File: config.mk
export PLATFORM = sky130hd
export DESIGN_NAME = ifetch_brk_ctrl
export DESIGN_NICKNAME = d
export VERILOG_FILES = /design/src/rtl/ibc_pkg.sv /design/src/rtl/ibc_regs.sv /design/src/rtl/ibc_chan.sv /design/src/rtl/ibc_sched.sv /design/src/rtl/ifetch_brk_ctrl.sv
export SDC_FILE = /design/constraint.sdc
export NUM_CORES = 1
export LEC_CHECK = 0
export ABC_AREA = 1
export BUFFER_PORTS_ARGS = -buffer_cell sky130_fd_sc_hd__buf_2
export CAP_MARGIN = 20
export CORE_UTILIZATION = 58
export DETAILED_ROUTE_END_ITERATION = 10
export PLACE_DENSITY = 0.81
export SLEW_MARGIN = 30
export SYNTH_ARGS = -nofsm -noshare
export SYNTH_HDL_FRONTEND = slang
export SYNTH_HIERARCHICAL = 1
export SYNTH_SLANG_ARGS = --single-unit
File: constraint.sdc
create_clock -name clk -period 2.2 [get_ports clk]
set_input_delay 0.44 -clock clk [delete_from_list [all_inputs] [get_ports clk]]
set_output_delay 0.44 -clock clk [all_outputs]
set_load 0.005 [all_outputs]
File: src/rtl/ibc_pkg.sv
// Package: shared types and register select codes for the instruction
// breakpoint controller. Assumes exactly two channels in the register map.
package ibc_pkg;

    typedef struct packed {
        logic post;      // 1: break after the instruction executes
        logic brk_en;    // 1: a match may raise a request
        logic fetch_en;  // 1: fetch-address condition is enabled
    } chan_ctrl_t;

    localparam int NCH = 2;

    localparam logic [2:0] SEL_CLR  = 3'd4;
    localparam logic [2:0] SEL_MODE = 3'd5;

endpackage

File: src/rtl/ibc_regs.sv
// Module: configuration registers. Each channel holds an address and a control
// word. Also holds the sequential mode bit and decodes flag-clear writes into a
// one-cycle mask. Assumes AW >= 3. Bits of a control word above bit 2 are not
// stored, so the data-compare enable of channel 1 has no effect.
module ibc_regs
    import ibc_pkg::*;
#(
    parameter int AW = 32
) (
    input  logic             clk,
    input  logic             rst_n,
    input  logic             reg_we,
    input  logic [2:0]       reg_sel,
    input  logic [AW-1:0]    reg_wdata,
    output logic [AW-1:0]    ch_addr [NCH],
    output chan_ctrl_t       ch_ctrl [NCH],
    output logic [NCH-1:0]   clr_mask,
    output logic             seq_mode
);

    genvar gi;
    generate
        for (gi = 0; gi < NCH; gi++) begin : g_ch
            localparam logic [2:0] SEL_A = 3'(2 * gi);
            localparam logic [2:0] SEL_C = 3'(2 * gi + 1);

            // Capture the address and control writes for this channel.
            always_ff @(posedge clk) begin
                if (!rst_n) begin
                    ch_addr[gi] <= '0;
                    ch_ctrl[gi] <= '0;
                end else if (reg_we) begin
                    if (reg_sel == SEL_A)
                        ch_addr[gi] <= reg_wdata;
                    if (reg_sel == SEL_C)
                        ch_ctrl[gi] <= '{post: reg_wdata[2], brk_en: reg_wdata[1],
                                         fetch_en: reg_wdata[0]};
                end
            end
        end
    endgenerate

    // Capture the mode bit.
    always_ff @(posedge clk) begin
        if (!rst_n)
            seq_mode <= 1'b0;
        else if (reg_we && reg_sel == SEL_MODE)
            seq_mode <= reg_wdata[0];
    end

    // Decode a write-one-to-clear strobe for the flags.
    always_comb begin
        clr_mask = '0;
        if (reg_we && reg_sel == SEL_CLR)
            clr_mask = reg_wdata[NCH-1:0];
    end

endmodule

File: src/rtl/ibc_chan.sv
// Module: one comparator channel. Compares the address of an executed
// instruction with the programmed address and keeps a sticky match flag. An odd
// programmed address never matches. A new match beats a clear in the same cycle.
module ibc_chan #(
    parameter int AW = 32
) (
    input  logic          clk,
    input  logic          rst_n,
    input  logic          in_valid,
    input  logic [AW-1:0] in_addr,
    input  logic [AW-1:0] cfg_addr,
    input  logic          fetch_en,
    input  logic          clr,
    output logic          hit,
    output logic          flag_q
);

    // Match only executed instructions against a legal (even) address.
    always_comb begin
        hit = in_valid && fetch_en && !cfg_addr[0] && (in_addr == cfg_addr);
    end

    // Sticky flag: set on a match, clear on a write of one, match wins.
    always_ff @(posedge clk) begin
        if (!rst_n)
            flag_q <= 1'b0;
        else
            flag_q <= (flag_q && !clr) || hit;
    end

endmodule

File: src/rtl/ibc_sched.sv
// Module: break scheduler. Turns channel matches into at most one request per
// executed instruction. It applies the block bit, the sequential chain and the
// pre/post timing. It holds pending post breaks across delay slots and
// remembers the last delayed-branch address for pre breaks on slots. Assumes a
// delay slot is the next executed instruction after its delayed branch.
module ibc_sched #(
    parameter int AW = 32
) (
    input  logic          clk,
    input  logic          rst_n,
    input  logic          in_valid,
    input  logic [AW-1:0] in_addr,
    input  logic          in_slot,
    input  logic          in_dbr,
    input  logic          blk,
    input  logic          seq_mode,
    input  logic          flag0_q,
    input  logic [1:0]    hit,
    input  logic [1:0]    brk_en,
    input  logic [1:0]    post_sel,
    output logic          brk_req,
    output logic          brk_post,
    output logic [AW-1:0] brk_addr
);

    logic [1:0]    fire;
    logic          pre_fire;
    logic          post_fire;
    logic [AW-1:0] pre_addr;
    logic [AW-1:0] dbr_addr_q;
    logic          pend_q;

    // Decide which channels request a break on this instruction.
    always_comb begin
        fire[0] = hit[0] && brk_en[0] && !seq_mode;
        fire[1] = hit[1] && brk_en[1] && (!seq_mode || flag0_q);
        if (blk)
            fire = 2'b00;
        pre_fire  = |(fire & ~post_sel);
        post_fire = |(fire & post_sel);
        pre_addr  = in_slot ? dbr_addr_q : in_addr;
    end

    // Issue requests, track pending post breaks and the last branch address.
    always_ff @(posedge clk) begin
        if (!rst_n) begin
            brk_req    <= 1'b0;
            brk_post   <= 1'b0;
            brk_addr   <= '0;
            dbr_addr_q <= '0;
            pend_q     <= 1'b0;
        end else begin
            brk_req <= 1'b0;
            if (in_valid) begin
                if (in_dbr)
                    dbr_addr_q <= in_addr;
                if (pre_fire) begin
                    brk_req  <= 1'b1;
                    brk_post <= 1'b0;
                    brk_addr <= pre_addr;
                    pend_q   <= 1'b0;
                end else if (pend_q && !in_slot) begin
                    brk_req  <= 1'b1;
                    brk_post <= 1'b1;
                    brk_addr <= in_addr;
                    pend_q   <= post_fire;
                end else begin
                    pend_q <= pend_q || post_fire;
                end
            end
        end
    end

endmodule

File: src/rtl/ifetch_brk_ctrl.sv
// Module: top of the two-channel instruction breakpoint controller. Connects
// the register block, one comparator per channel and the break scheduler.
// Assumes one executed instruction per cycle at most, given by in_valid.
module ifetch_brk_ctrl
    import ibc_pkg::*;
#(
    parameter int AW = 32
) (
    input  logic          clk,
    input  logic          rst_n,
    input  logic          reg_we,
    input  logic [2:0]    reg_sel,
    input  logic [AW-1:0] reg_wdata,
    input  logic          in_valid,
    input  logic [AW-1:0] in_addr,
    input  logic          in_slot,
    input  logic          in_dbr,
    input  logic          blk,
    output logic          brk_req,
    output logic          brk_post,
    output logic [AW-1:0] brk_addr,
    output logic [1:0]    match_flag
);

    logic [AW-1:0]  ch_addr [NCH];
    chan_ctrl_t     ch_ctrl [NCH];
    logic [NCH-1:0] clr_mask;
    logic           seq_mode;
    logic [NCH-1:0] hit;
    logic [NCH-1:0] brk_en_v;
    logic [NCH-1:0] post_v;

    ibc_regs #(.AW(AW)) u_regs (
        .clk       (clk),
        .rst_n     (rst_n),
        .reg_we    (reg_we),
        .reg_sel   (reg_sel),
        .reg_wdata (reg_wdata),
        .ch_addr   (ch_addr),
        .ch_ctrl   (ch_ctrl),
        .clr_mask  (clr_mask),
        .seq_mode  (seq_mode)
    );

    genvar gi;
    generate
        for (gi = 0; gi < NCH; gi++) begin : g_chan
            ibc_chan #(.AW(AW)) u_chan (
                .clk      (clk),
                .rst_n    (rst_n),
                .in_valid (in_valid),
                .in_addr  (in_addr),
                .cfg_addr (ch_addr[gi]),
                .fetch_en (ch_ctrl[gi].fetch_en),
                .clr      (clr_mask[gi]),
                .hit      (hit[gi]),
                .flag_q   (match_flag[gi])
            );
            assign brk_en_v[gi] = ch_ctrl[gi].brk_en;
            assign post_v[gi]   = ch_ctrl[gi].post;
        end
    endgenerate

    ibc_sched #(.AW(AW)) u_sched (
        .clk      (clk),
        .rst_n    (rst_n),
        .in_valid (in_valid),
        .in_addr  (in_addr),
        .in_slot  (in_slot),
        .in_dbr   (in_dbr),
        .blk      (blk),
        .seq_mode (seq_mode),
        .flag0_q  (match_flag[0]),
        .hit      (hit),
        .brk_en   (brk_en_v),
        .post_sel (post_v),
        .brk_req  (brk_req),
        .brk_post (brk_post),
        .brk_addr (brk_addr)
    );

endmodule

==> flow_summary.toml, run 1 <==
[status]
status = "complete, no violations"

[global_routing]
first_global_vias = 6725
grt_first_pass_wirelength_mm = 31.40
grt.total_usage = 0.3056
overflow = 0
grt_antenna_before_repair = 0
grt_start_max_net_pins = 71

[timing]
post-route-period-util = 0.9388
worst_pin_slew_ns = 0.5020
timing.fmax_mhz = 484.2
fin_worst_skew_ns = 0.005249
setup_ws_ns = 0.1346
maxSlewViolCount = 0
setup-violations-final = 0
hold_viol_final = 0
slew_headroom = 0.6633
min_period_ns = 2.065

[finish]
area_growth_pct = 20.87
num_antenna_cells = 0
fin_nets = 1387
drive_gt1_frac = 0.1683
final_cells = 1493

[cts]
clock-sinks = 140
clockBufferDepth = 2
post_cts_buffers = 0
cts_root_buf = "clkbuf_16"
cts.reportedPaths.clkPinSlew_ns = 0.06
cts_buffers = 17
htree_levels = 4
cts_tree = "built"
clock_latency_ns = 0.43

[power_and_ir_drop]
p_int_w = 0.004587
power_frac_comb = 0.117
power_frac_seq = 0.435
p_leak_nw = 4.368
ir_worst_vdd_mv = 0.4889
p_sw_w = 0.001550
swShare = 0.2525
powerDensity_nw_per_um2 = 684.0
p_clk_frac = 0.447

[placement]
gp_congestion = 0.8255
dp.cells = 1461
io_buffers = 109
dp_hpwl_mm = 13.19
dp_slack_ns = -0.09136

[synthesis]
synth_top_area_cell = "dfxtp_1"
syn_nets = 1267
syn_avg_cell_area_um2 = 6.221
synth_area_um2 = 7422
synth_top_cell_area_share = 0.3776
yosys_warnings = 6
synth_cell_types = 23
synth.area.top_cells = "dfxtp_1 38%, nand2_1 19%, nor2_1 8.5%"
synth-seq-cells = 140
yosysSeqAreaShare = 0.3776
postSynthCellCount = 1193

[routing]
first_iter_violations = 775
drt_first_pass_iters = 5
wl_mm = 19.65
routedWlPerCell_um = 13.16
vias_per_cell = 5.105
drcViolationCount = 0
vias = 7622
ant_nets = 0

[run]
maxCapViolCount = 0

[critical_path]
arrival_ns = 2.42
max_stage_delay_ns = 0.35
crit_chain = "inv_1 -> nand2_1 -> nand2_1 -> inv_1 -> nand2_1 -> nor2_1 -> nand2_1 -> nor2_2 -> nand2_1 -> inv_1 -> nand2_1 -> inv_2 -> nand4_4 -> nand3_2 -> nand2_4 -> inv_4 -> clkbuf_16 -> nand2_1 -> a21oi_1"
critPathKind = "reg2reg"
crit_required_ns = 2.55
end_kind = "flip-flop"
cp-start-kind = "flip-flop"
crit_path_frequent_cell = "nand2_1"
crit_path_top_delay_cell = "dfxtp_2"
crit_fanout = 13

[floorplanning]
dieWidth_um = 115.1
ioPinCount = 110
start_util = 0.6053
dieArea_um2 = 13250
core_area_um2 = 12260
die_h_um = 115.1
num_rows = 40

[hold_path]
holdCritPathClass = "in2reg"
## flip-flops by register name (all words and copies together), names as in the netlist, 2 cells and up
signal	cells
g_chan.u_chan/flag_q	2
u_regs/ch_addr	64
u_regs/ch_ctrl	6
u_sched/brk_addr	32
u_sched/dbr_addr_q	32
## synthesized netlist by cell type, drive strengths merged
master,number
nand4,7
nand2,375
nand3,105
a21oi,69
xnor2,32
inv,165
clkbuf,17
nor2,173
o21ai,65
dfxtp,140
clkinv,1
buf,44
## power by group through the flow
stage	Sequential, W	Clock, W	Combinational, W
3_5_place_dp	0.00272	0	0.000706
4_1_cts	0.00267	0.00275	0.000714
2_1_floorplan	0.00271	0	0.000447
6_report	0.00267	0.00274	0.000721
3_3_place_gp	0.00272	0	0.000690
5_1_grt	0.00268	0.00287	0.000807
## cell usage in the layout (no fill, tap or decap), drive strengths merged
cell    instances
nand3         105
bufinv          1
inv           165
clkinv          8
buf           161
a21oi          69
o21ai          65
clkbuf         24
dfxtp         140
nor2          173
nand2         375
nand4           7
xnor2          32
## layer usage
metal	part of all wire	track usage
met3	0.078	0.06695
met4	0.020	0.1065
met2	0.47	0.5060
met5	0	0
met1	0.43	0.3934
## layout make-up
class	count	area, um^2
inverter	166	625.6
clock buffer	23	498.0
fill	999	3291
sequential	140	2810
clock inverter	8	65.06
multi-input combinational	826	3681
timing repair buffer	162	1081
tap	168	210.2
## cells by family after synthesis
group	after synthesis	synth area share
xor gates and xnor gates	32	0.03776
buffers and inverters	227	0.1293
and+or+nand+nor	660	0.3640
DFF	140	0.3776
AOI/OAI and AO/OA	134	0.09137
## stage by stage
step	total power [W]	hold WS [ns]	setup TNS, ns	util	instance area, um^2
detailed placement	0.003428	0.4525	-2.166	0.6809	8349
global route	0.006361	0.3412	-0.01623	0.7316	8971
CTS	0.006133	0.3139	0	0.7268	8912
finish	0.006137	0.3242	0	0.7316	8971
global placement	0.003409	0.4496	-1.635	0.6809	8349
floorplan	0.003158	0.4401	0	-	7422
## timing repair
item,in CTS,in global routing
endpoints found under the setup margin,0,33
hold buffers,0,0
gates resized for setup,0,16
## final timing paths
path                                      startpoint                     end  slack (ns)  cells past startpoint
worst max-delay path              u_regs/ch_addr[41]     u_sched/brk_addr[6]        0.13                     19
worst max register to register    u_regs/ch_addr[41]     u_sched/brk_addr[6]        0.13                     19
worst min-delay path                     in_addr[10]  u_sched/dbr_addr_q[10]        0.32                      3
worst min register to register  u_sched/brk_addr[17]    u_sched/brk_addr[17]        0.46                      2
## worst max-delay path: cells and delay by family, from the launching register on
family	cells	cell delay (ns)
and+or+nand+nor	12	1.00
buffers and inverters	6	0.52
DFF	1	0.35
AOI/OAI and AO/OA	1	0.13
Power figures use the tool's default switching activity.
==> inputs of run 2 (changes only) <==
CORE_UTILIZATION = 52   (was 58)
PLACE_DENSITY = 0.77   (was 0.81)
clock period = 1.7 ns   (was 2.2 ns; I/O delays follow)
==> flow_summary.toml, run 2 (synthesized netlist as in run 1, its figures left out) <==
[status]
status = "finished, violations left"
violations = "setup timing"

[floorplanning]
ioPinCount = 110
die_h_um = 121.5
num_rows = 43
dieWidth_um = 121.5
core_area_um2 = 13880
dieArea_um2 = 14760
start_util = 0.5347

[routing]
vias_per_cell = 5.095
routedWlPerCell_um = 13.60
first_iter_violations = 700
drt_first_pass_iters = 5
vias = 7740
drcViolationCount = 0
wl_mm = 20.66
ant_nets = 0

[critical_path]
arrival_ns = 2.39
crit_required_ns = 2.06
critPathKind = "reg2reg"
cp-start-kind = "flip-flop"
crit_fanout = 8
end_kind = "flip-flop"

[power_and_ir_drop]
powerDensity_nw_per_um2 = 942.6
ir_worst_vdd_mv = 0.7540
p_leak_nw = 4.597

[finish]
utilization = 0.6895
layout_common_cells = "346 x nand2_1, 162 x nor2_1, 155 x inv_1"
area_growth_pct = 28.94
seq_area_um2 = 2836
drive_gt1_frac = 0.2263
largest_reg_flops = 64
multi_input_area_um2 = 3857
fillers = 1197
fin_nets = 1400
num_antenna_cells = 0
final_common_cell = "nand2_1"
reg_top3 = "u_regs/ch_addr x64, u_sched/brk_addr x32, u_sched/dbr_addr_q x32"
top_register = "u_regs/ch_addr"

[hold_path]
holdCritPathClass = "in2reg"

[placement]
gp_congestion = 0.8520
dp_slack_ns = -0.4738
dp_hpwl_mm = 13.64
io_buffers = 109

[global_routing]
grt_antenna_before_repair = 0
grt_first_pass_wirelength_mm = 32.46
grt.total_usage = 0.2830
overflow = 0
grt_start_max_net_pins = 71
first_global_vias = 6857

[run]
maxCapViolCount = 0

[cts]
clock_latency_ns = 0.43
htree_levels = 4
cts_root_buf = "clkbuf_16"
clock-sinks = 140
cts_buffers = 17
cts.reportedPaths.clkPinSlew_ns = 0.06
cts_tree = "built"
clockBufferDepth = 2

[timing]
fin_worst_skew_ns = 0.01084
slew_headroom = 0.7086
worst_pin_slew_ns = 0.4371
min_period_ns = 2.030
setup_ws_ns = -0.3302
maxSlewViolCount = 0
setup-violations-final = 35
rsz0062_at_grt = "true"
post-route-period-util = 1.194
timing.fmax_mhz = 492.6
hold_viol_final = 0
==> run 2: changes by cell type in the layout (fill, tap and decap cells not counted), moves of 3 or more <==
| cell | before | now |
|---|---|---|
| nor2_1 | 165 | 162 |
| nor2_2 | 4 | 7 |
| xnor2_1 | 32 | 27 |
| buf_8 | 0 | 4 |
| xnor2_2 | 0 | 5 |
| nand2_1 | 372 | 346 |
| dfxtp_2 | 6 | 24 |
| buf_12 | 9 | 13 |
| nand2_2 | 1 | 25 |
| dfxtp_1 | 134 | 115 |
| a21oi_1 | 66 | 58 |
| bufinv_16 | 1 | 8 |
| clkinv_2 | 7 | 3 |
| a21oi_2 | 3 | 11 |
==> run 2: worst paths after layout <==
kind                                           from                  end  slack [ns]  cells past startpoint
worst min-delay path                  reg_wdata[30]   u_regs/ch_addr[30]        0.24                      5
worst min register to register  u_sched/brk_addr[3]  u_sched/brk_addr[3]        0.46                      2
worst max-delay path             u_regs/ch_addr[43]     u_sched/brk_post       -0.33                     16
worst max register to register   u_regs/ch_addr[43]     u_sched/brk_post       -0.33                     16
==> run 2: layout make-up <==
class | count | share of cell area
clock buffer | 20 | 0.04876
tap | 180 | 0.02353
inverter | 166 | 0.06641
clock inverter | 12 | 0.02745
multi-input combinational | 826 | 0.4031
timing repair buffer | 175 | 0.1344
sequential | 140 | 0.2964
==> run 2: critical path, stage by stage (launching register included) <==
cell and delay, ns:
dfxtp_4 0.35, xnor2_2 0.14, nand2_1 0.08, nor2_2 0.14, nand2_1 0.09, nor2_2 0.13
nand2_1 0.07, inv_1 0.05, nand2_1 0.05, inv_2 0.07, nand4_4 0.14, nand3_4 0.13
nand2_8 0.09, clkinv_8 0.10, buf_12 0.13, nand2_4 0.05, o21ai_1 0.13
==> run 2: report_power, final <==
group / switching (W) / total [W] / internal (W)
sequential: 0.0000672 / 0.00346 / 0.00339
clock: 0.00142 / 0.00458 / 0.00316
combinational: 0.000590 / 0.000980 / 0.000391
total: 0.00208 / 0.00902 / 0.00694
==> run 2: per-layer routing <==
layer	up-vias	GRT usage	wire [um]
met5	-	0	0
met4	0	0.1173	526
met3	45	0.06062	1424
met2	314	0.4563	9696
met1	3472	0.3643	9009
li1	3909	-	-
==> run 2: metrics by stage <==
step | power [W] | instances | TNS, ns | hold WS, ns | area, um^2
2_1_floorplan | 0.004090 | 1193 | 0 | 0.4392 | 7456
3_5_place_dp | 0.004463 | 1478 | -14.79 | 0.4537 | 8469
3_3_place_gp | 0.004445 | 1478 | -13.85 | 0.4502 | 8469
4_1_cts | 0.009014 | 1516 | -7.171 | 0.2330 | 9348
5_1_grt | 0.009313 | 1519 | -15.84 | 0.2655 | 9570
6_report | 0.009022 | 1519 | -10.82 | 0.2416 | 9570
==> run 2: repair_timing <==
item | 4_1_cts | 5_1_grt
endpoints found under the setup margin | 35 | 35
hold buffers | 0 | 0
resized for setup | 38 | 54
cloned | 2 | 1
setup buffers | 4 | 2
pin swaps | 15 | 31
